==> src/rtl/pdc_pkg.sv <==
package pdc_pkg;
   localparam int NUM_DOM = 10;
   localparam int REQ_W   = 2 * NUM_DOM;
   localparam int OIDX_W  = $clog2(NUM_DOM);
   localparam int RB_W    = $clog2(REQ_W);

   typedef enum logic [0:0] {
      ST_IDLE = 1'b0,
      ST_WAIT = 1'b1
   } pdc_state_e;
endpackage

==> src/rtl/pdc_decoder.sv <==
module pdc_decoder
   import pdc_pkg::*;
#(
   parameter int CODE_W = 12,
   parameter int SIDX_W = 5
) (
   input  logic [CODE_W-1:0] code,
   output logic              hit,
   output logic [OIDX_W-1:0] on_idx,
   output logic [SIDX_W-1:0] sta_idx
);
   always_comb begin
      hit     = 1'b1;
      on_idx  = '0;
      sta_idx = '0;
      case (code)
         CODE_W'(12'h210): begin on_idx = OIDX_W'(0); sta_idx = SIDX_W'(7);  end
         CODE_W'(12'h230): begin on_idx = OIDX_W'(1); sta_idx = SIDX_W'(21); end
         CODE_W'(12'h238): begin on_idx = OIDX_W'(2); sta_idx = SIDX_W'(5);  end
         CODE_W'(12'h23c): begin on_idx = OIDX_W'(3); sta_idx = SIDX_W'(3);  end
         CODE_W'(12'h298): begin on_idx = OIDX_W'(4); sta_idx = SIDX_W'(20); end
         CODE_W'(12'h29c): begin on_idx = OIDX_W'(5); sta_idx = SIDX_W'(24); end
         CODE_W'(12'h2c4): begin on_idx = OIDX_W'(6); sta_idx = SIDX_W'(23); end
         CODE_W'(12'h2c0): begin on_idx = OIDX_W'(7); sta_idx = SIDX_W'(22); end
         CODE_W'(12'h214): begin on_idx = OIDX_W'(8); sta_idx = SIDX_W'(4);  end
         CODE_W'(12'h2cc): begin on_idx = OIDX_W'(9); sta_idx = SIDX_W'(25); end
         default:          hit = 1'b0;
      endcase
   end
endmodule

==> src/rtl/pdc_agree.sv <==
module pdc_agree
   import pdc_pkg::*;
#(
   parameter int STA_W  = 32,
   parameter int SIDX_W = 5
) (
   input  logic [NUM_DOM-1:0] ack_bits,
   input  logic [STA_W-1:0]   sta_pri,
   input  logic [STA_W-1:0]   sta_sec,
   input  logic [OIDX_W-1:0]  on_idx,
   input  logic [SIDX_W-1:0]  sta_idx,
   input  logic               want,
   output logic               match
);
   logic ack_sel, pri_sel, sec_sel;

   always_comb begin
      ack_sel = ack_bits[on_idx];
      pri_sel = sta_pri[sta_idx];
      sec_sel = sta_sec[sta_idx];
      match   = (ack_sel == want) && (pri_sel == want) && (sec_sel == want);
   end
endmodule

==> src/rtl/pdc_poll_timer.sv <==
module pdc_poll_timer #(
   parameter int PRESC     = 1000,
   parameter int MAX_POLLS = 10000
) (
   input  logic clk,
   input  logic rst_n,
   input  logic clear,
   input  logic miss,
   output logic tick,
   output logic last
);
   localparam int FW = $clog2(MAX_POLLS + 1);

   logic [FW-1:0] fails;

   always_ff @(posedge clk) begin
      if (!rst_n)                   fails <= '0;
      else if (clear)               fails <= '0;
      else if (tick && miss && !last) fails <= fails + FW'(1);
   end

   assign last = (fails == FW'(MAX_POLLS));

   generate
      if (PRESC == 1) begin : g_every_cycle
         assign tick = 1'b1;
      end else begin : g_prescaled
         localparam int PW = $clog2(PRESC);
         logic [PW-1:0] cnt;
         always_ff @(posedge clk) begin
            if (!rst_n)                      cnt <= '0;
            else if (clear)                  cnt <= '0;
            else if (cnt == PW'(PRESC - 1))  cnt <= '0;
            else                             cnt <= cnt + PW'(1);
         end
         assign tick = (cnt == '0);
      end
   endgenerate
endmodule

==> src/rtl/pwr_dom_ctrl.sv <==
module pwr_dom_ctrl
   import pdc_pkg::*;
#(
   parameter int CODE_W    = 12,
   parameter int STA_W     = 32,
   parameter int PRESC     = 1000,
   parameter int MAX_POLLS = 10000
) (
   input  logic               clk,
   input  logic               rst_n,
   input  logic               req_valid,
   input  logic               want_on,
   input  logic [CODE_W-1:0]  dom_code,
   input  logic [NUM_DOM-1:0] ack_bits,
   input  logic [STA_W-1:0]   sta_pri,
   input  logic [STA_W-1:0]   sta_sec,
   output logic [REQ_W-1:0]   req_vec,
   output logic               ctl_en,
   output logic               done,
   output logic               err
);
   localparam int SIDX_W = $clog2(STA_W);

   generate
      if (CODE_W < 10) begin : g_bad_code_w
         $error("CODE_W must hold the 10-bit domain codes");
      end
      if (STA_W < 26) begin : g_bad_sta_w
         $error("STA_W must cover status bit 25");
      end
      if (PRESC < 1) begin : g_bad_presc
         $error("PRESC must be at least 1");
      end
      if (MAX_POLLS < 1) begin : g_bad_polls
         $error("MAX_POLLS must be at least 1");
      end
   endgenerate

   pdc_state_e        state;
   logic              want_q;
   logic [OIDX_W-1:0] on_q;
   logic [SIDX_W-1:0] sta_q;

   logic              dec_hit;
   logic [OIDX_W-1:0] dec_on;
   logic [SIDX_W-1:0] dec_sta;
   logic              match, tick, last;
   logic [RB_W-1:0]   req_bit;

   pdc_decoder #(.CODE_W(CODE_W), .SIDX_W(SIDX_W)) u_dec (
      .code(dom_code), .hit(dec_hit), .on_idx(dec_on), .sta_idx(dec_sta)
   );

   pdc_agree #(.STA_W(STA_W), .SIDX_W(SIDX_W)) u_agree (
      .ack_bits(ack_bits), .sta_pri(sta_pri), .sta_sec(sta_sec),
      .on_idx(on_q), .sta_idx(sta_q), .want(want_q), .match(match)
   );

   pdc_poll_timer #(.PRESC(PRESC), .MAX_POLLS(MAX_POLLS)) u_timer (
      .clk(clk), .rst_n(rst_n), .clear(state == ST_IDLE),
      .miss(!match), .tick(tick), .last(last)
   );

   assign req_bit = want_on ? RB_W'(dec_on) : RB_W'(dec_on) + RB_W'(NUM_DOM);

   always_ff @(posedge clk) begin
      if (!rst_n) begin
         state   <= ST_IDLE;
         want_q  <= 1'b0;
         on_q    <= '0;
         sta_q   <= '0;
         req_vec <= '0;
         ctl_en  <= 1'b0;
         done    <= 1'b0;
         err     <= 1'b0;
      end else begin
         done <= 1'b0;
         err  <= 1'b0;
         case (state)
            ST_IDLE: begin
               if (req_valid) begin
                  if (dec_hit) begin
                     state   <= ST_WAIT;
                     want_q  <= want_on;
                     on_q    <= dec_on;
                     sta_q   <= dec_sta;
                     req_vec <= REQ_W'(1) << req_bit;
                     ctl_en  <= 1'b1;
                  end else begin
                     done <= 1'b1;
                     err  <= 1'b1;
                  end
               end
            end
            ST_WAIT: begin
               if (tick && (match || last)) begin
                  state   <= ST_IDLE;
                  req_vec <= '0;
                  ctl_en  <= 1'b0;
                  done    <= 1'b1;
                  err     <= !match;
               end
            end
            default: state <= ST_IDLE;
         endcase
      end
   end
endmodule

==> config.mk <==
export PLATFORM = sky130hd
export DESIGN_NAME = pwr_dom_ctrl
export DESIGN_NICKNAME = d
export VERILOG_FILES = /design/src/rtl/pdc_pkg.sv /design/src/rtl/pdc_decoder.sv /design/src/rtl/pdc_agree.sv /design/src/rtl/pdc_poll_timer.sv /design/src/rtl/pwr_dom_ctrl.sv
export SDC_FILE = /design/constraint.sdc
export NUM_CORES = 1
export LEC_CHECK = 0
export ABC_AREA = 1
export BUFFER_PORTS_ARGS = -buffer_cell sky130_fd_sc_hd__buf_2
export CAP_MARGIN = 10
export CORE_MARGIN = 4
export CORE_UTILIZATION = 53
export CTS_CLUSTER_DIAMETER = 100
export DETAILED_ROUTE_END_ITERATION = 10
export PLACE_DENSITY = 0.81
export SLEW_MARGIN = 20
export SYNTH_ARGS = -nofsm -noshare
export SYNTH_HDL_FRONTEND = slang
export SYNTH_SLANG_ARGS = --single-unit
==> constraint.sdc <==
create_clock -name clk -period 2.7 [get_ports clk]
set_input_delay 0.405 -clock clk [delete_from_list [all_inputs] [get_ports clk]]
set_output_delay 0.405 -clock clk [all_outputs]
set_load 0.02 [all_outputs]
==> results of run 1 <==
## state kept, by name, summed over array words and instances, names as in the netlist
name,cells
u_timer.fails,14
req_vec,20
done,1
u_timer.g_prescaled.cnt,10
on_q,4
want_q,1
err,1
state,1
ctl_en,1
sta_q,5
## layout make-up
| cell class | instances | share of cell area [%] |
|---|---|---|
| multi-input combinational | 484 | 50.8 |
| sequential | 58 | 24.7 |
| timing repair buffer | 119 | 13.0 |
| inverter | 54 | 4.31 |
| clock buffer | 9 | 2.64 |
| tap | 96 | 2.56 |
| clock inverter | 7 | 2.00 |
## path summary, 6_finish.rpt
check,start,to,cells past startpoint
max,sta_q[2],u_timer.fails[5],13
min,rst_n,want_q,3
min reg2reg,u_timer.fails[12],u_timer.fails[12],2
max reg2reg,sta_q[2],u_timer.fails[5],13
## routing by layer
metal | up-vias | routed length [µm]
met5 | - | 0
li1 | 2281 | -
met1 | 2009 | 4550
met2 | 170 | 5100
met3 | 15 | 793
met4 | 0 | 134
## cell families (layout without fill, tap and decap cells)
group,after synthesis,after routing,synth area share (%)
xor gates and xnor gates,10,10,2.26
DFF,58,58,29.9
and+or+nand+nor,400,400,48.1
buffers and inverters,77,189,8.64
adders and majority gates,5,5,1.61
AOI/OAI and AO/OA,69,69,9.51
## cells in the final DEF (no fill, tap or decap), drive strengths merged, types with 2 or more instances in the layout
cell type and count:
nand2 172, nand3 127, buf 119, nor2 59, dfxtp 58, inv 52
a21oi 44, nor3 18, o21ai 16, nor4 10, clkbuf 9, nand4 8
xor2 5, xnor2 5, ha 5, clkinv 5, nor3b 3, o31ai 2
nand3b 2, a211oi 2, clkinvlp 2, bufinv 2
## report_power, final
part           internal [mW]  total [mW]  leakage (nW)  switching (mW)
registers              0.857       0.858         0.467         0.00116
logic                 0.0762       0.170          1.54          0.0942
clock network          0.517       0.879         0.105           0.362
total                   1.45        1.91          2.12           0.458
## critical path: cells and delay by family (launching register included)
family / cells / cell delay, ns
simple gates: 11 / 1.23
flops: 1 / 0.51
buf+inv: 1 / 0.33
compound gates: 1 / 0.06
==> results.md, run 1 <==
Run status:
- The run finished with clean final reports.

Finish:
- The final standard cell count with taps included and fillers excluded is 827.
- The area of the multi-input gates is 0.00239 mm².
- The share of the core filled with cells is 67.7%.
- The fraction of final layout cells with drive strength greater than 1 is 21.6%.
- The finished cells cover 0.00470 mm².
- The sequential standard cell area is 0.00116 mm².
- Counting the fill cells in the layout gives 648.
- The antenna cell count is 0.
- The final layout contains 821 nets.
- Compared with the post-synthesis result, the final layout area differs by 21.1%.

Detailed routing:
- The number of iterations in the first detailed-routing pass is 5.
- In the final routed layout, each cell accounts on average for 12.8 µm.
- For this run, design rule violations remaining after detail routing come to 0.
- Summed over all layers, the routed wires come to 10600 µm.
- In this run the remaining antenna-violating nets after routing total 0.
- The detailed-route via count is 4475.
- The number of vias per cell after detailed routing is 5.41.
- The detailed router finished its first iteration with 245 violations.

Synth:
- The number of flops mapped to enable cells by yosys is 0.
- The post-synthesis register bit count is 58.
- The synthesized netlist contains 38 unique library cells.
- In this run the biggest area consumer among cell types represents 29.9% of the synthesized area.
- The area of the mapped netlist is 0.00388 mm².
- In this run the mean area of a mapped cell was 6.27 µm².
- The yosys synthesis warning count is 0.
- The async set-reset flop share out of synthesis is 0%.
- The predominant post-synthesis flop cell is dfxtp_1.
- The commonest cells after synthesis are nand2_1, nand3_1, dfxtp_1.
- By area the synthesized netlist is led by dfxtp_1, nand3_1, nand2_1.
- Counting every net in the synthesized netlist gives 714.
- The part of the Yosys area used for sequential elements is 29.9%.
- The cell type with the highest aggregate area in the netlist is dfxtp_1.
- nand2_1 is the most common cell in the netlist.
- The synthesized instance count is 619.

Worst hold path:
- The path category of the worst min-delay check is in2reg.

CTS:
- Clock-pin slew was measured on the worst setup and hold paths at 0.07 ns.
- The H-tree was split into 3 levels.
- Buffers inserted during clock tree synthesis total 9.
- The count of buffers added by post-CTS timing repair for setup is 0.
- In this run the deepest clock path goes through 2 buffers.
- Clock tree synthesis found a total of 58 sinks.
- The cts-stage hold buffer count is 0.
- CTS placed an instance of clkbuf_8 at the clock tree root.
- TritonCTS built the clock tree.
- The count of instances resized after the clock tree is built is 0.
- The source-to-sink clock delay at the later pin of the worst-skew pair is 0.34 ns.

Global route:
- The leftover overflow at the end of global routing is 0.
- The via count of the first global-routing pass is 4010.
- For met2 alone, demand over resource in global routing was 40.3%.
- The global routing's busiest layer is met2.
- The global-route wire length before repair is 17200 µm.
- Global routing consumed, on the met3 layer, 6.52% of the routing resources.
- The initial antenna violation count was 0.
- Entering global routing, the biggest net connects 33 pins.
- The global routing usage on met1 is 29.8%.
- The all-layer global routing usage is 23.8%.

Placed design:
- After legalization and detailed placement, the total HPWL measured 8110 µm.
- The number of port buffers is 112.
- Prior to clock tree synthesis, the placed netlist has a worst setup slack of 0.182 ns.
- The instance count after placement with tap cells included is 811.
- The routability congestion estimate from global placement is 0.927.
- The cell area reported after detailed placement is 0.00448 mm².

STA:
- The worst max-slew margin expressed relative to the limit is 49.0%.
- Setup violations remaining at the end of the flow were counted as 0.
- The largest clock skew in the final design is 0.0108 ns.
- Hold timing on the final database bottoms out at a slack of 0.415 ns.
- The final worst setup slack is 0.440 ns.
- The final hold violation count is 0.
- In the final timing run, aggregate negative setup slack is 0 ns.
- Of the available clock period, the critical path in the final layout requires 83.7%.
- Setup repair after global routing left no endpoint under its margin.
- Derived from the worst setup path, the maximum achievable clock frequency is 0.442 GHz.
- The post-layout minimum cycle time is 2.26 ns.
- The number of max-slew violations in the final report was 0.
- For the pin with the worst max-slew slack, the measured transition is 0.763 ns.

Die:
- Once the floorplan was initialized, standard cells occupied 55.9% of the core.
- The total area inside the core boundary comes to 0.00694 mm².
- The number of rows in the core area is 30.
- Measured along the x axis, the die boundary spans 93.6 µm.
- The number of I/O pins is 113.
- The floorplan step set the die height to 93.6 µm.
- The die outline area is 0.00876 mm².

Job:
- Max-cap violations in this run came to 0.

Setup path:
- The start-to-end type of the worst setup path is reg2reg.
- The worst setup slack for register-to-register paths is 0.44 ns.
- The signal on the critical path passes through clkinv_1 -> nand3_1 -> nand2_1 -> nand2_1 -> nand2_1 -> nand2_1 -> nand2_1 -> nand3_1 -> nand2_1 -> nor2_4 -> nand2_2 -> nand2_1 -> a21oi_1.
- In this design, the stage delay of the slowest critical-path cell is 0.51 ns.
- Data on the critical path arrives at its endpoint at 2.47 ns.
- STA classifies the critical path endpoint as a flop.
- The largest fanout of any net on the critical path is 10.
- STA puts the critical path data required time at 2.91 ns.
- The startpoint kind of the worst setup timing path is a flop.
- The most numerous cell on the critical path is nand2_1.
- The standard cell with the maximum stage delay on the critical path is dfxtp_1.

Pwr:
- The highest ir drop seen on vdd is 0.377 mV.
- Power spread over the standard cell area amounts to 406 mW/mm².
- The leakage power total is 2.12 nW.
- The sum of internal, switching and leakage power is 1.91 mW.
No activity file was read; power rests on OpenSTA's default activity.
==> run 2, diff against run 1 <==
Clock period 2.7 ns to 2.24 ns, I/O delays scaled along.
==> run 2 against run 1 <==
Critical path depth down 1. Critical path type unchanged. Design area up 4.1%. Clock skew down 0.0011 ns. Total power up 21%. Routed wire length about the same. Utilization up 2.8 points. Largest cell class unchanged. Combinational power up 25%.
==> results.md, run 2 (synthesis results as in run 1) <==
Run status:
- The run finished with clean final reports.

STA:
- In the post-route analysis, the smallest setup slack over all paths is 0.283 ns.
- Dividing the final minimum period by the clock period gives 87.4%.
- The number of failing setup endpoints in the final timing report is 0.
- In this run the tightest slew margin relative to its limit is 47.7%.
- The final hold violation count is 0.
- The smallest clock period supported by the final layout is computed as 1.96 ns.
- Derived from the worst setup path, the maximum achievable clock frequency is 0.511 GHz.
- The largest clock skew in the final design is 0.00968 ns.
- The number of max-slew violations in the final report is 0.
- The transition time of the tightest slew-check pin is 0.784 ns.

Pwr:
- The clock network fraction of design power is 46.1%.
- Net switching is 22.9% of the power.
- The leakage power total is 2.22 nW.
- The sum of internal, switching and leakage power is 2.31 mW.
- For this design the ratio of total power to cell area is 473 mW/mm².
- VDD sags by at most 0.399 mV.
- The sequential cell fraction of total power is 44.7%.
- The internal cell power is 1.78 mW.
- The portion of total power attributed to combinational logic is 9.2%.
- In this run the power spent charging and discharging nets is 530 µW.

Placed design:
- The HPWL after detailed placement is 8170 µm.
- Once placement completed, the tool counted placed cells totaling 826.
- Summing all placed instances gives a cell area of 0.00463 mm².
- The congestion estimate from routability-driven global placement came to 0.905.
- The number of port buffers is 112.
- The worst slack at placement is -0.0364 ns.

Global route:
- The maximum number of pins on one net before global-route repair is 34.
- The leftover overflow at the end of global routing is 0.
- The first global-routing pass estimated 17800 µm of wire.
- The via count of the first global-routing pass is 4171.
- Global routing used 24.5% of the available tracks.
- The initial antenna violation count was 0.

Job:
- The reported max-cap violation count is 0.

CTS:
- The number of clock sinks is 58.
- The total clock buffers created by CTS is 9.
- The source-to-sink clock delay at the later pin of the worst-skew pair is 0.34 ns.
- The cts-stage hold buffer count is 0.
- The longest clock path from root to sink contains 2 buffers.
- The cell sitting at the root of the clock tree is a clkbuf_8.
- The number of levels the H-tree was split into is 3.
- After clock tree synthesis, the clock-pin slew on the worst setup and hold paths is 0.06 ns.
- The clock tree from TritonCTS is built.

Die:
- For this configuration, the core starts out at a cell density of 55.9%.
- The y dimension of the die is 93.6 µm.
- The initialized floorplan defines 30 standard-cell rows.
- 113 I/O pins were placed.
- The floorplan core area is 0.00694 mm².
- The chip width is 93.6 µm.
- The die outline area is 0.00876 mm².

Finish:
- Summing all non-filler instances in the final layout gives an area of 0.00489 mm².
- Leaving out fill and tap cells, the most frequent cell in the layout is nand2_1.
- The antenna cell count is 0.
- The largest registers in the layout are req_vec (20), u_timer.fails (14), u_timer.g_prescaled.cnt (10).
- Counting flops per register, the top entry is req_vec.
- The multi-input combinational cells in the finished layout cover a total of 0.00240 mm².
- In the final design database the tool counted 837 nets.
- The top cell types in the final layout, fill and taps aside, are nand2_1, nand3_1, buf_2.
- Once layout is complete, the cells apart from fillers number 843.
- The area overhead of the layout relative to synthesis is 26.0%.
- The share of the core filled with cells is 70.5%.
- The flip-flop count of the largest register after layout is 20.
- The layout has 594 filler cells.
- The sequential standard cell area is 0.00116 mm².
- The fraction of final layout cells with drive strength greater than 1 is 23.7%.

Setup path:
- The endpoint required time on the critical path is 2.42 ns.
- Traced cell by cell, the critical path runs through inv_1 -> o21ai_0 -> nand3_1 -> nand3_1 -> nand2_1 -> nor2_1 -> nand3_1 -> nand3_4 -> nand3_2 -> buf_12 -> nand3_1 -> a21oi_1.
- The startpoint kind of the worst setup timing path is a flop.
- The endpoint kind of the worst setup timing path is a flop.
- The arrival time at the worst endpoint is 2.14 ns.
- Across all register-to-register paths, the minimum setup slack is 0.28 ns.
- The worst setup path is of the reg2reg kind.
- For this design, the slowest cell found on the critical path is dfxtp_1.
- Among the stages of the critical path, the cell type that occurs most often is nand3_1.
- In this run the worst path has a maximum fanout of 21.
- For this run, the slowest stage of the critical path takes 0.43 ns.

Worst hold path:
- The min-delay analysis places its worst path in the category in2reg.

Detailed routing:
- The final layout contains routed wiring with a total length of 10600 µm.
- Across all layers, the routed design uses 4514 vias.
- The number of vias per cell after detailed routing is 5.35.
- The number of iterations in the first detailed-routing pass is 5.
- The average routed wire per standard cell is 12.5 µm.
- After the first detailed-routing iteration, the DRC count stood at 203.
- The remaining number of nets flagged by the antenna check after routing is 0.
- For this run, design rule violations remaining after detail routing come to 0.
==> run 2: critical path: cells and delay by family, from the launching register on <==
kind | cells | cell delay [ns]
buffers and inverters | 2 | 0.31
AO/OA/AOI/OAI | 2 | 0.26
AND/OR/NAND/NOR | 8 | 0.81
flip-flops | 1 | 0.43
==> run 2: power groups by stage <==
stage | combinational, mW | clock, mW | sequential [mW]
finish | 0.213 | 1.07 | 1.03
detailed placement | 0.210 | 0 | 1.06
CTS | 0.211 | 1.08 | 1.03
global placement | 0.206 | 0 | 1.06
global route | 0.240 | 1.13 | 1.03
floorplan | 0.0947 | 0 | 1.06
==> run 2: layout make-up <==
| cell class | count | area share (%) |
|---|---|---|
| Multi-Input combinational cell | 484 | 49.2 |
| Sequential cell | 58 | 23.8 |
| Timing Repair Buffer | 135 | 16.0 |
| Inverter | 54 | 4.14 |
| Clock buffer | 11 | 2.89 |
| Tap cell | 96 | 2.46 |
| Clock inverter | 5 | 1.59 |
==> run 2: worst paths after layout <==
check,startpoint,end,cells past startpoint
worst max register to register,on_q[0],req_vec[12],12
worst min-delay path,dom_code[0],sta_q[0],4
worst min register to register,u_timer.fails[12],u_timer.fails[12],2
worst max-delay path,on_q[0],req_vec[12],12
==> run 2: through the flow <==
stage | setup TNS, ns | hold WS (ns)
floorplan | 0 | 0.430
global route | -0.00704 | 0.338
finish | 0 | 0.328
global placement | 0 | 0.446
CTS | 0 | 0.329
detailed placement | -0.129 | 0.461
==> run 2: metal layers <==
metal	vias to the layer above	share of wire, %	global-route usage (%)
met1	2032	43	30.3
met4	0	1.2	7.34
met5	-	0	0
li1	2317	-	-
met2	146	48	42.7
met3	19	7.4	5.15
==> run 2: repair_timing <==
item | CTS | global route
endpoints found under the setup margin | 0 | 27
resized for setup | 0 | 7
setup buffers | 0 | 1
hold endpoints to repair | 0 | 0
==> run 3, diff against run 2 <==
Settings changed: SETUP_SLACK_MARGIN set to 0.5.
==> run 3 against run 2 <==
Critical path depth rose by 4. Highest routed layer unchanged. Clock power rose by 6%. Routed wire length rose by 28%.
==> results.md, run 3 (synthesis results as in run 1) <==
Placed design:
- At the end of routability-driven placement, the weighted congestion stood at 0.895.
- The number of port buffers is 112.
- After legalization and detailed placement, the total HPWL measured 8380 µm.

STA:
- The number of failing setup endpoints in the final timing report is 0.
- For the final database, setup skew stands at 0.00924 ns.
- The worst path needs 2.15 ns of the cycle, external delays included.
- The final hold violation count is 0.
- For the pin with the worst max-slew slack, the measured transition is 0.589 ns.
- The final clock period utilization by the worst path is 96.1%.
- Derived from the worst setup path, the maximum achievable clock frequency is 0.465 GHz.
- The smallest hold slack is 0.371 ns.
- The worst max-slew margin expressed relative to the limit is 60.3%.
- The number of max-slew violations in the final report is 0.
- Setup repair after global routing could not meet its margin everywhere.

Pwr:
- VDD sags by at most 0.542 mV.
- In this run the power density over the cells is 433 mW/mm².
- The leakage power total is 2.48 nW.

Global route:
- The via count of the first global-routing pass is 4429.
- For this run the aggregate overflow at the end of global routing stands at 0.
- Entering global routing, the biggest net connects 33 pins.
- The initial antenna violation count was 0.
- The global-route wire length before repair is 19200 µm.
- Across every metal layer, demand over resource in global routing totals 26.5%.

Worst hold path:
- In this run the worst hold path is classified as in2reg.
- The worst hold path passes through 3 cells.

CTS:
- The tree is rooted in a clkbuf_8.
- Counting the buffers created by CTS gives 9.
- The clock transition time at the flip-flop clock pins of the worst setup and hold paths is 0.07 ns.
- The worst-case clock buffer depth is 2.
- The clock tree from TritonCTS is built.
- The clock drives 58 sinks.
- The source-to-sink clock delay at the later pin of the worst-skew pair is 0.34 ns.
- The number of levels the H-tree was split into is 3.

Setup path:
- The endpoint kind of the worst setup timing path is a flop.
- The startpoint kind of the worst setup timing path is a flop.
- The start-to-end type of the worst setup path is reg2reg.
- The delay of the slowest cell on the worst path is 0.37 ns.
- The largest fanout of any net on the critical path is 6.
- The largest individual stage delay along the critical path comes from the cell dfxtp_4.
- The endpoint required time on the critical path is 2.47 ns.
- Data arrives at the worst endpoint at 2.38 ns.
- The cell depth of the worst flop-to-flop path is 16.
- The number of gates on the worst path with buffers counted is 16.
- The kind of cell with the highest combined delay on the critical path is simple AND/OR/NAND/NOR gates.
- The most numerous cell type found on the critical path is nand2_1.
- The number of buffers and inverters on the critical path is 2.
- Traced cell by cell, the critical path runs through buf_4 -> clkbuf_16 -> nand2_2 -> nand3_2 -> nand3_1 -> nand2_1 -> nand2_1 -> nand2_1 -> nand2_1 -> nand2_1 -> nand3_2 -> nand3_4 -> nor2_4 -> nand3_1 -> nand2_1 -> nor2_1.

Die:
- 113 I/O pins were placed.
- The number of rows in the core area is 30.
- The initial standard-cell utilization of the core is 55.9%.
- Measured along the y axis, the die boundary spans 93.6 µm.
- The floorplan core area is 0.00694 mm².
- The die outline area is 0.00876 mm².
- The chip width is 93.6 µm.

Run status:
- The run finished with clean final reports.

Job:
- The reported max-cap violation count is 0.

Finish:
- The register with the most flip-flops in the final layout is req_vec.
- After the last flow step, the layout net total stands at 869.
- Fill cells in the final layout number 469.
- The share of the core filled with cells is 80.6%.
- The leading cell type in the layout, fill and taps excluded is nand2_1.
- From synthesis to final layout, the design area changed by 44.2%.
- The register with the most flip-flops in the layout has 20 of them.
- The fraction of final layout cells with drive strength greater than 1 is 34.5%.
- 0 antenna diodes ended up in the layout.
- The top cell types in the final layout, fill and taps aside, are nand2_1, buf_2, nand3_1.
- The largest registers in the layout are req_vec (20), u_timer.fails (14), u_timer.g_prescaled.cnt (10).

Detailed routing:
- In this run the remaining antenna-violating nets after routing total 0.
- The final layout contains routed wiring with a total length of 13600 µm.
- The violation count after the first detailed-routing iteration is 428.
- The number of vias per cell after detailed routing is 5.77.
- The average routed wire per standard cell is 15.5 µm.
- In the routed design, unresolved DRC markers number 0.
- The routed layout has 5052 vias.
- The number of iterations in the first detailed-routing pass is 7.
## run 3: cell types whose count changed in the layout (fill, tap and decap cells not counted), moves of 8 or more
cell,before,now
nand3_1,124,110
buf_6,0,11
nand2_1,164,144
nor2_2,3,11
nor2_1,51,41
nand3_2,1,13
buf_4,19,33
nand2_2,5,21
## run 3: metrics by stage
stage	power, mW	instances	setup WS [ns]	cell area, µm²	TNS [ns]
6_report	2.43	875	0.0883	5600	0
5_1_grt	2.50	875	-0.0424	5600	-0.137
4_1_cts	2.39	854	0.308	5200	0
3_5_place_dp	1.28	829	-0.369	4740	-5.21
3_3_place_gp	1.27	829	-0.303	4740	-3.80
2_1_floorplan	1.16	619	0.270	4020	0
## run 3: repair_timing
item / in CTS / in global routing
hold buffers: 0 / 0
pin swaps: 9 / 16
setup endpoints to repair: 53 / 47
setup buffers: 8 / 16
gates cloned: 1 / 5
gates resized for setup: 28 / 59
## run 3: final timing paths
kind                startpoint                 to  slack [ns]
max                   sta_q[0]   u_timer.fails[3]        0.09
min                      rst_n                err        0.37
max reg2reg           sta_q[0]   u_timer.fails[3]        0.09
min reg2reg  u_timer.fails[10]  u_timer.fails[10]        0.48
## run 3: report_power, final
part           leakage [nW]  internal [mW]  switching [mW]
sequential            0.469           1.03         0.00107
clock                 0.119          0.715           0.416
combinational          1.89          0.116           0.145
total                  2.48           1.86           0.562
## run 3: routing by layer
metal	part of all wire (%)	GRT usage [%]
met5	0	0
met4	4.1	9.39
met3	8.8	5.63
met2	50	46.8
met1	37	31.7
## run 3: worst min-delay path, cell delays in order
cell and delay (ns):
buf_2 0.17, nand2_2 0.11, a21oi_2 0.03
## run 3: final cells by class
class,count,area (µm²),area share [%]
Tap cell,96,120,2.15
Sequential cell,58,1170,20.8
Clock buffer,12,165,2.95
Timing Repair Buffer,164,1110,19.8
Clock inverter,4,72.6,1.30
Timing Repair inverter,2,20.0,0.358
Multi-Input combinational cell,485,2710,48.4
Inverter,54,236,4.22
